`src/rtl/tee_accum.sv`:
```
`timescale 1ns/1ps
module tee_accum #(
  parameter int ACC_W = 24,
  parameter int INC_W = 12
) (
  input  logic             clk,
  input  logic             rst_n,
  input  logic             start,
  input  logic             valid,
  input  logic [INC_W-1:0] inc,
  input  logic [INC_W-1:0] limit,
  output logic [ACC_W-1:0] total,
  output logic [INC_W-1:0] peak,
  output logic             over
);
  function automatic logic [ACC_W-1:0] sat_add(
    input logic [ACC_W-1:0] a,
    input logic [INC_W-1:0] b
  );
    logic [ACC_W:0] s;
    s = {1'b0, a} + (ACC_W+1)'(b);
    return s[ACC_W] ? '1 : s[ACC_W-1:0];
  endfunction

  logic [ACC_W-1:0] base_total, total_d;
  logic [INC_W-1:0] base_peak, peak_d;
  logic             base_over, over_d;
  wire              over_ev = valid && (inc > limit);

  always_comb begin
    base_total = start ? '0 : total;
    base_peak  = start ? '0 : peak;
    base_over  = start ? 1'b0 : over;
    total_d    = valid ? sat_add(base_total, inc) : base_total;
    peak_d     = (valid && inc > base_peak) ? inc : base_peak;
    over_d     = base_over | over_ev;
  end

  always_ff @(posedge clk or negedge rst_n) begin
    if (!rst_n) begin
      total <= '0;
      peak  <= '0;
      over  <= 1'b0;
    end else begin
      total <= total_d;
      peak  <= peak_d;
      over  <= over_d;
    end
  end

  assert_total_monotonic_R6: assert property (@(posedge clk) disable iff (!rst_n)
    !start |=> total >= $past(total));
  assert_over_sticky_R8: assert property (@(posedge clk) disable iff (!rst_n)
    (over && !start) |=> over);
  assert_peak_covers_R7: assert property (@(posedge clk) disable iff (!rst_n)
    (valid && !start) |=> peak >= $past(inc));
  assert_start_clears_R1: assert property (@(posedge clk) disable iff (!rst_n)
    (start && !valid) |=> (total == '0 && peak == '0 && !over));
endmodule

```
`config.mk`:
```
export PLATFORM = sky130hd
export DESIGN_NAME = tee_accum
export DESIGN_NICKNAME = d
export VERILOG_FILES = /design/src/rtl/tee_accum.sv
export SDC_FILE = /design/constraint.sdc
export NUM_CORES = 1
export LEC_CHECK = 0
export ABC_AREA = 1
export BUFFER_PORTS_ARGS = -buffer_cell sky130_fd_sc_hd__buf_2
export CAP_MARGIN = 20
export CORE_AREA = 2 2 88 90
export CTS_CLUSTER_SIZE = 28
export DETAILED_ROUTE_END_ITERATION = 8
export DIE_AREA = 0 0 90 92
export GPL_ROUTABILITY_DRIVEN = 1
export PLACE_DENSITY = 0.65
export SETUP_SLACK_MARGIN = 0.3
export SKIP_CTS_REPAIR_TIMING = 1
export SLEW_MARGIN = 20
export SYNTH_ARGS = -nofsm -noshare
export SYNTH_HDL_FRONTEND = slang
export SYNTH_SLANG_ARGS = --single-unit
```
`constraint.sdc`:
```
create_clock -name clk -period 2.9 [get_ports clk]
set_input_delay 0.435 -clock clk [delete_from_list [all_inputs] [get_ports clk]]
set_output_delay 0.435 -clock clk [all_outputs]
set_load 0.02 [all_outputs]
```
==> metrics.md, run 1 <==
| Metric | Value |
|---|---|
| Unrepaired setup endpoints after global routing | `false` |
| Layout Nets | `approximately 640` |
| Share of synthesized area spent on multiplexers | `0` |
| DRT Pass-1 Iters | `4` |
| Portion of synthesized cell area occupied by the leading cell type | `0.276` |
| Number of clock sinks seen by CTS | `37` |
| Outcome | `finished clean` |
| DRC violation count after routing | `0` |
| Fraction of synthesized cell area in xor and xnor cells | `0.0157` |
| Number of buffers created by CTS | `5` |
| Top-level I/O count | `65` |
| Timing-limited maximum frequency | `436 MHz` |
| Number of antenna violations at the first check in global routing | `0` |
| Worst-case headroom to the max-slew limit | `0.444` |
| Worst path required time | `3090 ps` |
| Final-report max-slew violation count | `0` |
| Slowest library cell on the worst path | `sky130_fd_sc_hd__fa_1` |
| Category of cells accounting for the largest share of critical-path delay | `simple AND/OR/NAND/NOR gates` |
| Top cell type by total area after synthesis | `sky130_fd_sc_hd__dfrtp_1` |
| Worst ir drop on vdd | `0.213 mV` |
| Critical path startpoint category | `input pin` |
| Overall fraction of global-route tracks in use | `0.220` |
| Leading cell type in the layout, fill and taps excluded | `sky130_fd_sc_hd__nand2_1` |
| Largest net degree at the start of global routing | `38` |
| Power Density | `roughly 450 nW/µm²` |
| Most common cell on crit path | `sky130_fd_sc_hd__nand3_1` |
| Clk pin slew, worst setup/hold paths | `90 ps` |
| Mapped Avg Cell Area | `6.64 µm²` |
| Bufs and invs on worst path | `1` |
| Routed length per instance | `roughly 13 µm` |
| Worst endpoint data arrival time | `about 2500 ps` |
| Complex-gate fraction of the synthesized area | `0.0537` |
| Fraction of final layout cells with drive strength greater than 1 | `0.186` |
| Placeable core region | `7450 µm²` |
| Largest stage delay on the critical path | `430 ps` |
| Pin slew with the least headroom to its limit | `834 ps` |
| Synthesized instance count | `505` |
| Total setup violations reported at the end of the flow | `0` |
| Critical setup path kind | `in -> reg` |
| Final non-filler cell total | `673` |
| Period Utilization, post-route | `0.791` |
| Count of inserted antenna diode cells | `0` |
| Synthesized Nets | `570` |
| Count of port buffers added during placement | `64` |
| Crit Path Max Fanout | `13` |
| Effective utilization at floorplan | `0.451` |
| Register-to-Register Setup Slack | `640 ps` |
| Largest buffer count on any clock path | `2` |
| Post-DP HPWL | `6.97 mm` |
| Setup Skew | `9.24 ps` |
| Clock root buffer | `sky130_fd_sc_hd__clkbuf_8` |
| TritonCTS clock tree | `built` |
| Syn Std Cell Area | `3360 µm²` |
| Overflow after GRT | `0` |
| Final count of hold timing violations | `0` |
| Worst slack on hold paths | `237 ps` |
| Insertion delay of the later-clocked pin in the worst-skew pair | `300 ps` |
| Area enclosed by the die boundary | `8280 µm²` |
| Die span in x | `around 90 µm` |
| Critical-path cell list | `buf_2 -> nor2_1 -> ha_1 -> fa_1 -> nand3_1 -> nand3_1 -> nand3_1 -> nand3_2 -> nand2_4 -> nand2_8 -> nor2_2 -> nor2_2` |
| Overall die height | `92 µm` |
| Largest family of logic cells by synthesized area | `simple AND/OR/NAND/NOR gates` |
| Area Growth Syn to Fin | `16.9%` |
| Final wirelength | `8.85 mm` |
| Adder-cell share of the synthesized area | `0.140` |
| Maximum Capacitance Violations | `0` |
| Vias in the first global route | `between 3000 and 4000` |
| Number of H-tree levels | `2` |
| Area share of and/or/nand/nor cells after synthesis | `0.410` |
| Capturing element type of the critical path | `flop` |
| Sequential cell area fraction in the yosys report | `0.276` |
| Total of fill cells in the finished design | `781` |
| Wire length of the first global-routing pass | `between 10 and 15 mm` |
| ANT nets after route | `0` |
| Register bit total from synthesis | `37` |
| Warnings from Yosys | `0` |
| Number of placement rows | `32` |
| Highest-count cells in the layout ignoring fill and taps | `sky130_fd_sc_hd__nand2_1 (134), sky130_fd_sc_hd__inv_1 (77), sky130_fd_sc_hd__nand3_1 (66)` |
| Drt first-iter violations | `120` |
| Inst Count DP | `665` |
| Summed negative setup slack over all endpoints | `0 ps` |
| Routability cong. | `0.918` |
| Time the worst path needs with I/O delays and setup | `2290 ps` |
| Min-Delay Path Class | `in -> async` |
| Distinct cell type count of the synthesized netlist | `31` |
| Via density | `roughly 5` |
| Leakage power of the design | `2.22 nW` |
| Synth top area cells | `sky130_fd_sc_hd__dfrtp_1 (28%), sky130_fd_sc_hd__nand2_1 (15%), sky130_fd_sc_hd__ha_1 (13%), sky130_fd_sc_hd__nand3_1 (9.8%), sky130_fd_sc_hd__inv_1 (8.6%)` |
| Vias after detailed routing | `about 3400` |
routing by layer:
metal | track usage | vias up | wire length [µm]
met5 | 0 | - | 0
met4 | 0.0513 | 0 | 91
met3 | 0.0255 | 9 | 328
met2 | 0.383 | 80 | 4290
met1 | 0.295 | 1532 | 4140
li1 | - | 1753 | -
where the power goes:
part           leakage [nW]  switching [mW]  internal [mW]
clock network        0.0681           0.209          0.342
registers             0.478          0.0346          0.567
logic                  1.68           0.395          0.213
total                  2.22           0.638           1.12
layout make-up:
type	instances	area [µm²]	share of cell area
Clock buffer	5	68.8	0.0175
Inverter	78	293	0.0746
Tap cell	102	128	0.0325
Timing Repair Buffer	70	365	0.0931
Sequential cell	37	926	0.236
Multi-Input combinational cell	378	2080	0.530
Clock inverter	3	65.1	0.0166
registers in the layout, summed over array words and instances, names as in the netlist:
register  flops
total        24
peak         12
over          1
synthesized netlist by cell type, drive strengths merged:
master,number
o21ai,7
nor3,8
inv,77
a31oi,4
nand4,9
o21a,2
a21oi,21
clkbuf,7
nand3b,3
xor2,3
buf,5
xnor2,3
or2,1
nand2b,1
clkinv,1
dfrtp,37
fa,1
nand2,139
nand3,68
and3,1
nor2,71
ha,36
per-stage QoR:
step	util	worst slack (ps)	power (mW)	cell area [µm²]
2_1_floorplan	-	408	1.04	3360
3_3_place_gp	0.509	289	1.21	3790
6_report	0.527	607	1.76	3920
3_5_place_dp	0.509	271	1.22	3790
4_1_cts	0.527	589	1.78	3920
5_1_grt	0.527	423	1.88	3920
logic make-up (layout without fill, tap and decap cells):
kind of cell,count (synthesis),count (layout)
AND/OR/NAND/NOR,301,301
adder cells (fa/ha/maj),37,37
buffers and inverters,90,156
AO/OA/AOI/OAI,34,34
XOR/XNOR,6,6
flip-flops,37,37
final timing paths:
path,startpoint,end,cells past startpoint
worst min register to register,over,over,2
worst max register to register,total[0],total[9],12
min in group clk,inc[8],peak[8],3
max in group asynchronous,rst_n,total[9],1
worst min-delay path,rst_n,peak[11],1
worst max-delay path,start,total[9],12
(Power assumes the default switching activity.)
==> inputs of run 2 (changes only) <==
==> constraint.sdc (replaced) <==
create_clock -name clk -period 2.4 [get_ports clk]
set_input_delay 0.36 -clock clk [delete_from_list [all_inputs] [get_ports clk]]
set_output_delay 0.36 -clock clk [all_outputs]
set_load 0.02 [all_outputs]
==> run 2 against run 1 <==
Clock skew decreased by 5.6 ps. Register-to-register slack got worse by 210 ps. Sequential power increased by 20%. Sequential share of layout area decreased by 0.59 points. Critical path depth unchanged. Clock power increased by 4.9%. Non-clock buffer count increased by 5. First-iteration DRC count increased by 39%. Worst setup slack got worse by 190 ps. Largest cell class unchanged.
==> metrics.md, run 2 (same netlist as run 1, synthesis figures left out) <==
| Metric | Value |
|---|---|
| Outcome | `finished clean` |
| Highest-count cells in the layout ignoring fill and taps | `sky130_fd_sc_hd__nand2_1 (133), sky130_fd_sc_hd__inv_1 (77), sky130_fd_sc_hd__buf_2 (64)` |
| Crit Path Max Fanout | `7 (-6)` |
| Post-DP HPWL | `7.18 mm (+3.1%)` |
| Final wirelength | `8.93 mm (+0.98%)` |
| Worst-case headroom to the max-slew limit | `0.417 (-0.0277)` |
| Count of inserted antenna diode cells | `0 (unchanged)` |
| Worst endpoint data arrival time | `2150 ps (-330 ps)` |
| Critical setup path kind | `in -> reg` |
| Insertion delay of the later-clocked pin in the worst-skew pair | `290 ps (about the same)` |
| Bufs and invs on worst path | `4 (+3)` |
| Fraction of final layout cells with drive strength greater than 1 | `0.205 (+0.0192)` |
| Overall die height | `92 µm (unchanged)` |
| Overall fraction of global-route tracks in use | `0.225 (+0.00504)` |
| Overflow after GRT | `0 (unchanged)` |
| Sequential group share of total power | `0.348 (+0.006)` |
| Startpoint of the most critical register-to-register path | `total[7]` |
| Maximum Capacitance Violations | `0 (unchanged)` |
| Register with the most flip-flops | `total` |
| Number of antenna violations at the first check in global routing | `0 (unchanged)` |
| Area enclosed by the die boundary | `8280 µm² (unchanged)` |
| Total of fill cells in the finished design | `757 (-3.1%)` |
| Routed length per instance | `13.2 µm (+0.24%)` |
| Number of placement rows | `32 (unchanged)` |
| Clk pin slew, worst setup/hold paths | `80 ps (about the same)` |
| Register-to-Register Setup Slack | `430 ps (-210 ps)` |
| Capturing element type of the critical path | `flop` |
| DRC violation count after routing | `0 (unchanged)` |
| Routability cong. | `0.923 (+0.50%)` |
| Time the worst path needs with I/O delays and setup | `1980 ps` |
| Setup Skew | `3.62 ps (-5.61 ps)` |
| Largest buffer count on any clock path | `2 (unchanged)` |
| Min-Delay Path Class | `in -> async` |
| Largest stage delay on the critical path | `330 ps (-100 ps)` |
| Leakage power of the design | `2.25 nW (+1.4%)` |
| Slowest library cell on the worst path | `sky130_fd_sc_hd__ha_1` |
| Leading cell type in the layout, fill and taps excluded | `sky130_fd_sc_hd__nand2_1` |
| Number of H-tree levels | `2 (unchanged)` |
| ANT nets after route | `0 (unchanged)` |
| Worst flop-to-flop path endpoint | `total[17]` |
| Number of clock sinks seen by CTS | `37 (unchanged)` |
| Switching fraction of total power | `0.372 (+0.00966)` |
| Summed negative setup slack over all endpoints | `0 ps (unchanged)` |
| PnR Total Power | `2.08 mW (+18%)` |
| Number of buffers created by CTS | `5 (unchanged)` |
| Largest net degree at the start of global routing | `38 (unchanged)` |
| Layout Nets | `640 (+0.79%)` |
| Worst ir drop on vdd | `0.224 mV (+5.1%)` |
| Timing-limited maximum frequency | `504 MHz` |
| Clock root buffer | `sky130_fd_sc_hd__clkbuf_8` |
| Power Density | `516 nW/µm² (+15%)` |
| Final-report max-slew violation count | `0 (unchanged)` |
| Die span in x | `90 µm (unchanged)` |
| Unrepaired setup endpoints after global routing | `true` |
| Via density | `5.02 (+0.20%)` |
| Effective utilization at floorplan | `0.451 (unchanged)` |
| Placeable core region | `7450 µm² (unchanged)` |
| Clock share of power | `0.279 (-0.034)` |
| Top-level I/O count | `65 (unchanged)` |
| Total setup violations reported at the end of the flow | `0 (unchanged)` |
| Length in cells of the worst reg-to-reg path | `11 (-1)` |
| Net switching power | `773 µW (+21%)` |
| Critical-path cell list | `buf_2 -> buf_4 -> nor2_1 -> ha_1 -> nand2_1 -> inv_1 -> a21oi_1 -> inv_1 -> nand2_1 -> nand3_1 -> nand3b_1 -> nand3_1` |
| Inst Count DP | `669 (+0.60%)` |
| Combinational cell fraction of total power | `0.374 (+0.029)` |
| Final non-filler cell total | `678 (+0.74%)` |
| Critical path startpoint category | `input pin` |
| Wire length of the first global-routing pass | `15.2 mm (+2.2%)` |
| Final count of hold timing violations | `0 (unchanged)` |
| Vias in the first global route | `3269 (+1.1%)` |
| Drt first-iter violations | `167 (+39%)` |
| Int Pwr | `1.30 mW (+16%)` |
| Pin slew with the least headroom to its limit | `875 ps (+41.5 ps)` |
| Period Utilization, post-route | `0.826` |
| Count of port buffers added during placement | `64 (unchanged)` |
| Largest regs | `total: 24 flops, peak: 12 flops, over: 1 flops` |
| Worst path required time | `2570 ps (-520 ps)` |
| Vias after detailed routing | `3406 (+0.95%)` |
| Max reg flops | `24 (unchanged)` |
| Worst slack on hold paths | `180 ps (-57.1 ps)` |
| Category of cells accounting for the largest share of critical-path delay | `simple AND/OR/NAND/NOR gates` |
| TritonCTS clock tree | `built` |
| Critical Path Stages | `12 (unchanged)` |
| Area Growth Syn to Fin | `19.9%` |
| DRT Pass-1 Iters | `6 (+2)` |
==> run 2: changes by cell type in the layout (fill, tap and decap cells not counted), sizes merged <==
cell / delta
buf: +5
clkbuf: +2
bufinv: -1
clkinv: -1
==> run 2: worst max-delay path by stage <==
stage          slack [ps]   endpoint      from
2_1_floorplan         300  total[11]     start
3_3_place_gp          170  total[18]     start
3_5_place_dp          130   total[0]     start
4_1_cts               320   total[0]  total[0]
5_1_grt               250   total[9]  total[1]
6_report              420  total[17]     start
==> run 2: layer usage <==
metal  global-route usage  up-vias  routed length (µm)
met4               0.0526        0                  66
li1                     -     1756                   -
met5                    0        -                   0
met1                0.295     1566                4180
met2                0.397       77                4340
met3               0.0288        7                 346
==> run 2: power groups by stage <==
stage | logic, mW | clock network [mW] | registers [mW]
2_1_floorplan | 0.452 | 0 | 0.812
3_3_place_gp | 0.761 | 0 | 0.736
3_5_place_dp | 0.769 | 0 | 0.736
4_1_cts | 0.773 | 0.595 | 0.724
5_1_grt | 0.875 | 0.621 | 0.733
6_report | 0.776 | 0.578 | 0.722
==> run 2: final cells by class <==
type / count / area [µm²] / area share
clock buffers: 7 / 86.3 / 0.0215
clock inverters: 1 / 30.0 / 0.00746
inverters: 78 / 293 / 0.0728
multi-input cells: 378 / 2130 / 0.530
flip-flops and latches: 37 / 926 / 0.230
well taps: 102 / 128 / 0.0317
repair buffers: 75 / 428 / 0.106
==> run 2: per-stage QoR <==
| stage | area (µm²) | utilization | setup slack, ps |
|---|---|---|---|
| floorplan | 3410 | - | 296 |
| global placement | 3880 | 0.521 | 166 |
| detailed placement | 3880 | 0.521 | 126 |
| CTS | 3990 | 0.536 | 322 |
| global route | 4020 | 0.540 | 249 |
| finish | 4020 | 0.540 | 418 |
==> inputs of run 3 (changes only) <==
--- a/config.mk
+++ b/config.mk
@@ -13,7 +13,7 @@
 export DETAILED_ROUTE_END_ITERATION = 8
 export DIE_AREA = 0 0 90 92
 export GPL_ROUTABILITY_DRIVEN = 1
-export PLACE_DENSITY = 0.65
+export PLACE_DENSITY = 0.68
 export SETUP_SLACK_MARGIN = 0.3
 export SKIP_CTS_REPAIR_TIMING = 1
 export SLEW_MARGIN = 20
==> constraint.sdc (replaced) <==
create_clock -name clk -period 1.7 [get_ports clk]
set_input_delay 0.255 -clock clk [delete_from_list [all_inputs] [get_ports clk]]
set_output_delay 0.255 -clock clk [all_outputs]
set_load 0.02 [all_outputs]
==> run 3 against run 2 <==
The flow now finishes with violations (setup timing). Final area is 28% higher. Clock skew is 1.2 ps higher. Register-to-register slack worse by 670 ps. Sequential power is 43% higher. Total power is 68% higher. Flip-flop and latch count stayed put.
==> metrics.md, run 3 (same netlist as run 1, synthesis figures left out) <==
| Metric | Value |
|---|---|
| Routed met3 length | `498 µm (+44%)` |
| Maximum Capacitance Violations | `0 (unchanged)` |
| Time the worst path needs with I/O delays and setup | `1940 ps` |
| Number of clock sinks seen by CTS | `37 (unchanged)` |
| Count of inserted antenna diode cells | `0 (unchanged)` |
| Layout Nets | `726 (+13%)` |
| Final-report max-slew violation count | `0 (unchanged)` |
| Drt first-iter violations | `256 (+53%)` |
| Min-Delay Path Class | `in -> reg` |
| DRT Pass-1 Iters | `5 (-1)` |
| Leading cell type in the layout, fill and taps excluded | `sky130_fd_sc_hd__nand2_1` |
| Area Growth Syn to Fin | `53.7%` |
| Vias after detailed routing | `3915 (+15%)` |
| Unrepaired setup endpoints after global routing | `true` |
| Final count of hold timing violations | `0 (unchanged)` |
| Placeable core region | `7450 µm² (unchanged)` |
| Critical setup path kind | `reg -> reg` |
| Area enclosed by the die boundary | `8280 µm² (unchanged)` |
| DRC violation count after routing | `0 (unchanged)` |
| Number of H-tree levels | `2 (unchanged)` |
| ANT nets after route | `0 (unchanged)` |
| Largest buffer count on any clock path | `2 (unchanged)` |
| Pin slew with the least headroom to its limit | `472 ps (-403 ps)` |
| Setup Skew | `4.79 ps (+1.16 ps)` |
| Vias in the first global route | `3699 (+13%)` |
| Int Pwr | `2.18 mW (+67%)` |
| Leakage power of the design | `2.74 nW (+21%)` |
| Routability cong. | `0.918 (-0.60%)` |
| Final core area utilization | `0.693 (+0.152)` |
| Total setup violations reported at the end of the flow | `36 (+36)` |
| Final non-filler cell total | `764 (+13%)` |
| Final Worst Setup Slack | `-244 ps (-661 ps)` |
| Max reg flops | `24 (unchanged)` |
| Final wirelength | `10.8 mm (+21%)` |
| Fraction of final layout cells with drive strength greater than 1 | `0.411 (+0.206)` |
| Clk pin slew, worst setup/hold paths | `80 ps (about the same)` |
| Switching fraction of total power | `0.375 (+0.00266)` |
| Inst Count DP | `749 (+12%)` |
| Worst ir drop on vdd | `0.429 mV (+91%)` |
| Overflow after GRT | `0 (unchanged)` |
| Count of port buffers added during placement | `64 (unchanged)` |
| Die span in x | `90 µm (unchanged)` |
| Register with the most flip-flops | `total` |
| Overall die height | `92 µm (unchanged)` |
| Worst-case headroom to the max-slew limit | `0.685 (+0.269)` |
| Largest regs | `total: 24 flops, peak: 12 flops, over: 1 flops` |
| Top-level I/O count | `65 (unchanged)` |
| Number of placement rows | `32 (unchanged)` |
| Capturing element type of the critical path | `flop` |
| Insertion delay of the later-clocked pin in the worst-skew pair | `290 ps (about the same)` |
| Hold path start | `inc[10]` |
| Uppermost metal layer occupied by signal nets | `met4` |
| Number of antenna violations at the first check in global routing | `0 (unchanged)` |
| Via density | `5.12 (+2.0%)` |
| Worst endpoint data arrival time | `2130 ps (-20 ps)` |
| Critical path startpoint category | `flop` |
| Crit Path Max Fanout | `8 (+1)` |
| Worst slack on hold paths | `278 ps (+97.9 ps)` |
| Met2 wire len | `5.52 mm (+27%)` |
| Post-DP HPWL | `8.15 mm (+13%)` |
| Routed met1 length | `4.66 mm (+12%)` |
| Startpoint of the most critical register-to-register path | `total[0]` |
| Effective utilization at floorplan | `0.451 (unchanged)` |
| Routed length per instance | `14.2 µm (+7.6%)` |
| Number of buffers created by CTS | `5 (unchanged)` |
| TritonCTS clock tree | `built` |
| Clock share of power | `0.235 (-0.044)` |
| Timing-limited maximum frequency | `514 MHz` |
| Summed negative setup slack over all endpoints | `-5100 ps (-5100 ps)` |
| Worst path required time | `1890 ps (-680 ps)` |
| Worst setup startpoint | `total[0]` |
| Outcome | `complete, but fails checks` |
| Power Density | `676 nW/µm² (+31%)` |
| Overall fraction of global-route tracks in use | `0.253 (+0.0281)` |
| Failing checks | `setup timing` |
| Period Utilization, post-route | `1.14` |
| Combinational cell fraction of total power | `0.468 (+0.094)` |
| Wire length of the first global-routing pass | `17.0 mm (+12%)` |
| Largest net degree at the start of global routing | `22 (-42%)` |
| Sequential group share of total power | `0.297 (-0.051)` |
| Net switching power | `1.31 mW (+69%)` |
| Clock root buffer | `sky130_fd_sc_hd__clkbuf_8` |
| Highest-count cells in the layout ignoring fill and taps | `sky130_fd_sc_hd__nand2_1 (118), sky130_fd_sc_hd__buf_4 (90), sky130_fd_sc_hd__inv_1 (74)` |
-- run 3: area by class of cell --
cell class	count	area [µm²]
multi-input cells	378	2540
fillers	592	2290
repair buffers	161	1130
flip-flops and latches	37	930
inverters	78	319
well taps	102	128
clock buffers	7	86.3
clock inverters	1	30.0
-- run 3: final timing paths --
| check | end | slack (ps) | depth (start not counted) |
|---|---|---|---|
| max | total[6] | -240 | 12 |
| max reg2reg | total[6] | -240 | 12 |
| min in group asynchronous | peak[6] | 450 | 2 |
| min | peak[10] | 280 | 3 |
| max in group asynchronous | peak[9] | 750 | 3 |
| min reg2reg | over | 500 | 2 |
-- run 3: layer usage --
metal | GRT usage | vias up
met5 | 0 | -
met4 | 0.0538 | 0
met3 | 0.0386 | 19
met2 | 0.447 | 127
met1 | 0.330 | 1839
li1 | - | 1930
-- run 3: per-stage QoR --
step	instance area, µm²	total power, mW	setup WS, ps
floorplan	3660	1.88	-275
global route	5160	3.71	-329
global placement	4720	2.45	-355
detailed placement	4720	2.49	-391
CTS	4830	3.32	-266
finish	5160	3.49	-244
-- run 3: worst max-delay path, cell delays in order, from the launching register on --
cell and delay (ps):
sky130_fd_sc_hd__dfrtp_2 410, sky130_fd_sc_hd__inv_2 70, sky130_fd_sc_hd__nor2_4 40, sky130_fd_sc_hd__ha_4 160
sky130_fd_sc_hd__fa_2 360, sky130_fd_sc_hd__nand3_2 100, sky130_fd_sc_hd__nand3_4 100, sky130_fd_sc_hd__nand3_4 80
sky130_fd_sc_hd__nand3_4 90, sky130_fd_sc_hd__nand2_4 110, sky130_fd_sc_hd__nand2_8 120, sky130_fd_sc_hd__nor2_4 140
sky130_fd_sc_hd__nor2_2 40
-- run 3: power groups by stage --
| stage | registers (mW) | clock network [mW] | logic, mW |
|---|---|---|---|
| after global placement | 1.05 | 0 | 1.40 |
| after CTS | 1.03 | 0.841 | 1.45 |
| after floorplan | 1.16 | 0 | 0.727 |
| after global routing | 1.04 | 0.882 | 1.78 |
| final | 1.03 | 0.820 | 1.63 |
| after detailed placement | 1.05 | 0 | 1.44 |
